File: src/rtl/sawPkg.sv
package sawPkg;
  // Strobes passed from the step control to the accumulator datapath.
  typedef struct packed {
    logic addNow;     // step counter entered an even, non-zero position
    logic clearNow;   // step counter wrapped to position 0
    logic forceZero;  // voice disabled
  } sawStrobe_t;
endpackage

File: src/rtl/sawControl.sv
module sawControl
  import sawPkg::*;
#(
  parameter int PERIOD_W   = 12,
  parameter int STEP_COUNT = 14
) (
  input  logic                clk,
  input  logic                rstN,
  input  logic                tickEn,
  input  logic                halt,
  input  logic                enable,
  input  logic [PERIOD_W-1:0] period,
  output sawStrobe_t          strobe
);
  localparam int STEP_W = $clog2(STEP_COUNT);
  localparam logic [STEP_W-1:0] LAST_STEP = STEP_W'(STEP_COUNT - 1);

  logic [PERIOD_W-1:0] divCnt;
  logic [STEP_W-1:0]   stepPos;
  logic                active;
  logic                tick;
  logic                atLast;

  assign active = tickEn && !halt;
  assign tick   = active && (divCnt == '0);
  assign atLast = (stepPos == LAST_STEP);

  // Divider runs regardless of enable.
  always_ff @(posedge clk or negedge rstN) begin
    if (!rstN)
      divCnt <= '0;
    else if (active)
      divCnt <= (divCnt == '0) ? period : divCnt - PERIOD_W'(1);
  end

  always_ff @(posedge clk or negedge rstN) begin
    if (!rstN)
      stepPos <= '0;
    else if (!enable)
      stepPos <= '0;
    else if (tick)
      stepPos <= atLast ? '0 : stepPos + STEP_W'(1);
  end

  // An odd current position means the next position is even.
  always_comb begin
    strobe.forceZero = !enable;
    strobe.clearNow  = enable && tick && atLast;
    strobe.addNow    = enable && tick && stepPos[0] && !atLast;
  end
endmodule

File: src/rtl/sawDatapath.sv
module sawDatapath
  import sawPkg::*;
#(
  parameter int RATE_W = 6,
  parameter int ACC_W  = 8,
  parameter int OUT_W  = 5
) (
  input  logic              clk,
  input  logic              rstN,
  input  sawStrobe_t        strobe,
  input  logic [RATE_W-1:0] rate,
  output logic [OUT_W-1:0]  sawOut
);
  logic [ACC_W-1:0] acc;

  always_ff @(posedge clk or negedge rstN) begin
    if (!rstN)
      acc <= '0;
    else if (strobe.forceZero || strobe.clearNow)
      acc <= '0;
    else if (strobe.addNow)
      acc <= acc + ACC_W'(rate);
  end

  assign sawOut = acc[ACC_W-1 -: OUT_W];
endmodule

File: src/rtl/sawVoice.sv
module sawVoice
  import sawPkg::*;
#(
  parameter int PERIOD_W   = 12,
  parameter int RATE_W     = 6,
  parameter int ACC_W      = 8,
  parameter int OUT_W      = 5,
  parameter int STEP_COUNT = 14
) (
  input  logic                clk,
  input  logic                rstN,
  input  logic                tickEn,
  input  logic                halt,
  input  logic                enable,
  input  logic [RATE_W-1:0]   rate,
  input  logic [PERIOD_W-1:0] period,
  output logic [OUT_W-1:0]    sawOut
);
  sawStrobe_t strobe;

  sawControl #(.PERIOD_W(PERIOD_W), .STEP_COUNT(STEP_COUNT)) u_control (
    .clk(clk), .rstN(rstN), .tickEn(tickEn), .halt(halt),
    .enable(enable), .period(period), .strobe(strobe)
  );

  sawDatapath #(.RATE_W(RATE_W), .ACC_W(ACC_W), .OUT_W(OUT_W)) u_datapath (
    .clk(clk), .rstN(rstN), .strobe(strobe), .rate(rate), .sawOut(sawOut)
  );
endmodule

File: config.mk
export PLATFORM = sky130hd
export DESIGN_NAME = sawVoice
export DESIGN_NICKNAME = d
export VERILOG_FILES = /design/src/rtl/sawPkg.sv /design/src/rtl/sawControl.sv /design/src/rtl/sawDatapath.sv /design/src/rtl/sawVoice.sv
export SDC_FILE = /design/constraint.sdc
export NUM_CORES = 1
export LEC_CHECK = 0
export BUFFER_PORTS_ARGS = -buffer_cell sky130_fd_sc_hd__buf_2
export CAP_MARGIN = 20
export CORE_UTILIZATION = 56
export DETAILED_ROUTE_END_ITERATION = 12
export PLACE_DENSITY = 0.8
export SLEW_MARGIN = 5
export SYNTH_ARGS = -nofsm -noshare
export SYNTH_HDL_FRONTEND = slang
export SYNTH_HIERARCHICAL = 1
export SYNTH_SLANG_ARGS = --single-unit
export TNS_END_PERCENT = 5
File: constraint.sdc
create_clock -name clk -period 3.3 [get_ports clk]
set_clock_uncertainty 0.15 [all_clocks]
set_input_delay 0.165 -clock clk [delete_from_list [all_inputs] [get_ports clk]]
set_output_delay 0.165 -clock clk [all_outputs]
set_load 0.1 [all_outputs]
==> metrics.txt <==
r2r setup slk=490 ps; Placed Cells=231; Root Driver=clkbuf_4; Iteration-0 DRC Markers=110; Yosys Warn Count=6; most frequent cells in the layout=buf_2 (27), dfrtp_1 (24), o21ai_0 (19); hold_buf cts=4; Area after DPL=1830 sq um; CTS resizes=0; Setup Buffers After CTS=0; relative slew slack=41.8%; remaining antenna violation count=0; Post-Route Utilization=roughly two thirds; DRC=4; Max Cap Viol=0; Power Dens Cells=505 nW/um^2; Lkg Pwr=approximately 0.9 nW; max-slew violation count=0; Layout Cells excl Fill=about 240; register area=601 sq um; vias post-DR=1519; Distinct cells, synth=54; syn_nets=around 220; Core Area=2830 sq um; combinational fraction of design power=35.0%; Arrival @ worst endpoint=~2900 ps; crit path capture type=flip-flop; Die Width=57.3 um; Clock Power Share=around 16%; GP Congestion=0.875; clk slew on worst S/H paths=130 ps; worst min path class=primary input to flip-flop; status=complete, but fails checks; Die Span Y=57.3 um; Layout Nets=243; Post-synth EDFFs=0; Initial Util=about three fifths; switch share=between 30% and 40%; ant diodes=0; cell internal pwr=between 0.5 and 0.6 mW; Yosys reg bits=24; drt first pass iters=11; Worst-Margin Slew=slightly below 900 ps; Synth Instances=182; fin crit period=2810 ps; Area Overhead vs Synth=11.2%; final period utilization=85.2%; global route total overflow=0; Post-Route WL=about 3.7 mm; critical path type=flip-flop to flip-flop; row count=19; Seq pwr share=49.3%; DIE AREA=3280 sq um; filler cell count=about 230; multi-input logic area=1020 sq um; GRT Util Overall=25.4%; crit-path max FO=10; vias in the first global route=approximately 1500; Main synth FF type=dfrtp_1; Setup TNS=0 ps; initial antenna violation count=0; CTS tree=done; vias per std cell=6.36; fin area=between 1500 and 2000 sq um; startpoint types=flip-flop; first-pass GRT wire length=approximately 6.4 mm; Async S/R FF share, synth=100%; pre-CTS setup slack=roughly 520 ps; Psw=~0.38 mW; clock buffer depth=2; total CTS buffers=3; fmax=356 MHz; violated checks=DRC; Final WS setup=489 ps; register area share after synthesis=35.1%; Hold Fails Final Rpt=0; Synth Cell Area=1710 sq um; Syn Area/Cell=9.41 sq um; WP data required=approximately 3400 ps; largest net degree at the start of global routing=25; Power, Total=slightly below 1 mW; Hold WS=0.418 ps; Port Buffers=27; RSZ-0062 raised after global routing=false; # IOs=28; TritonCTS Sinks=24; peak supply drop=about 0.34 mV; DP Wirelength=around 2.9 mm; drt wl/cell=15.5 um; layout cell share with drive strength beyond 1=between 20% and 30%; CTS H-tree lvls=1; commonest non-fill, non-tap cell in the layout=buf_2; Clk Latency, worst-skew pair=310 ps; setup violators final=0
## cell type report
cell class	count	share of cell area [%]
clock buffer	4	1.91
timing repair buffer	33	9.99
multi-input combinational	141	53.4
sequential	24	31.5
inverter	6	1.18
tap	31	2.04
## worst paths after layout
kind	depth (start not counted)	from	endpoint
setup reg to reg	9	u_control/divCnt[0]$_DFFE_PN0N_	u_datapath/acc[6]$_DFFE_PN0P_
max in group asynchronous	2	rstN	u_control/stepPos[0]$_DFFE_PN0P_
hold / removal	3	period[10]	u_control/divCnt[10]$_DFFE_PN0N_
setup / recovery	9	u_control/divCnt[0]$_DFFE_PN0N_	u_datapath/acc[6]$_DFFE_PN0P_
hold reg to reg	1	u_control/stepPos[3]$_DFFE_PN0P_	u_control/stepPos[3]$_DFFE_PN0P_
min in group asynchronous	2	rstN	u_control/divCnt[6]$_DFFE_PN0N_
## registers in the layout, summed over array words and instances, names as in the netlist
name               count
u_control/stepPos      4
u_control/divCnt      12
u_datapath/acc         8
## kinds of logic (layout without fill, tap and decap cells)
group | count (synthesis) | count (layout) | share of synthesized area [%]
AO/OA/AOI/OAI | 54 | 54 | 20.5
XOR/XNOR | 3 | 3 | 1.53
adder cells (fa/ha/maj) | 11 | 11 | 8.47
buffers and inverters | 17 | 43 | 5.62
flip-flops | 24 | 24 | 35.1
multiplexers | 7 | 7 | 4.09
AND/OR/NAND/NOR | 66 | 66 | 24.8
## routing by layer
layer	share of wire [%]	GRT usage [%]	wire (um)
met2	51	46.1	1890
met5	0	0	0
met1	42	30.1	1560
met4	2.1	11.5	76
met3	4.7	3.17	174
## synth_stat cells (2+ instances only)
cell type   n  area share [%]
xnor2_1     2             1.0
nand3_1     2            0.58
o21ai_0    19             5.6
or4_1       2            0.88
and3_1      2            0.73
nand4b_1    2             1.0
nand2b_1    2            0.73
inv_1       6             1.3
a211oi_1    2            0.88
buf_4       6             2.6
a21o_2      2             1.0
o211ai_1    4             1.8
dfrtp_1    24              35
nor2_1     13             2.8
clkbuf_1    2            0.44
buf_2       2            0.58
nor2b_1     2            0.73
a2bb2oi_1   3             1.5
a21oi_1    10             2.9
mux2i_1     7             4.1
o41ai_1     4             2.0
or2_2       2            0.73
nand3b_1    2            0.88
ha_1       10             7.3
or3_1       4             1.5
nand2_1    16             3.5
nor3_1      3            0.88
## worst max-delay path, cell delays in order (launching register included)
cell      delay (ps)
dfrtp_1          470
inv_1            110
ha_1             200
nor4b_4          220
nand2_1          140
and4bb_2         320
and4b_1          430
o21ai_0          180
or3_1            370
a21oi_1          140
## power by group through the flow
| stage | logic [mW] | clock network (mW) | registers, mW |
|---|---|---|---|
| 2_1_floorplan | 0.275 | 0 | 0.442 |
| 3_3_place_gp | 0.315 | 0 | 0.467 |
| 3_5_place_dp | 0.330 | 0 | 0.476 |
| 4_1_cts | 0.335 | 0.158 | 0.472 |
| 5_1_grt | 0.377 | 0.168 | 0.488 |
| 6_report | 0.337 | 0.151 | 0.474 |
Power figures use the tool's default switching activity.
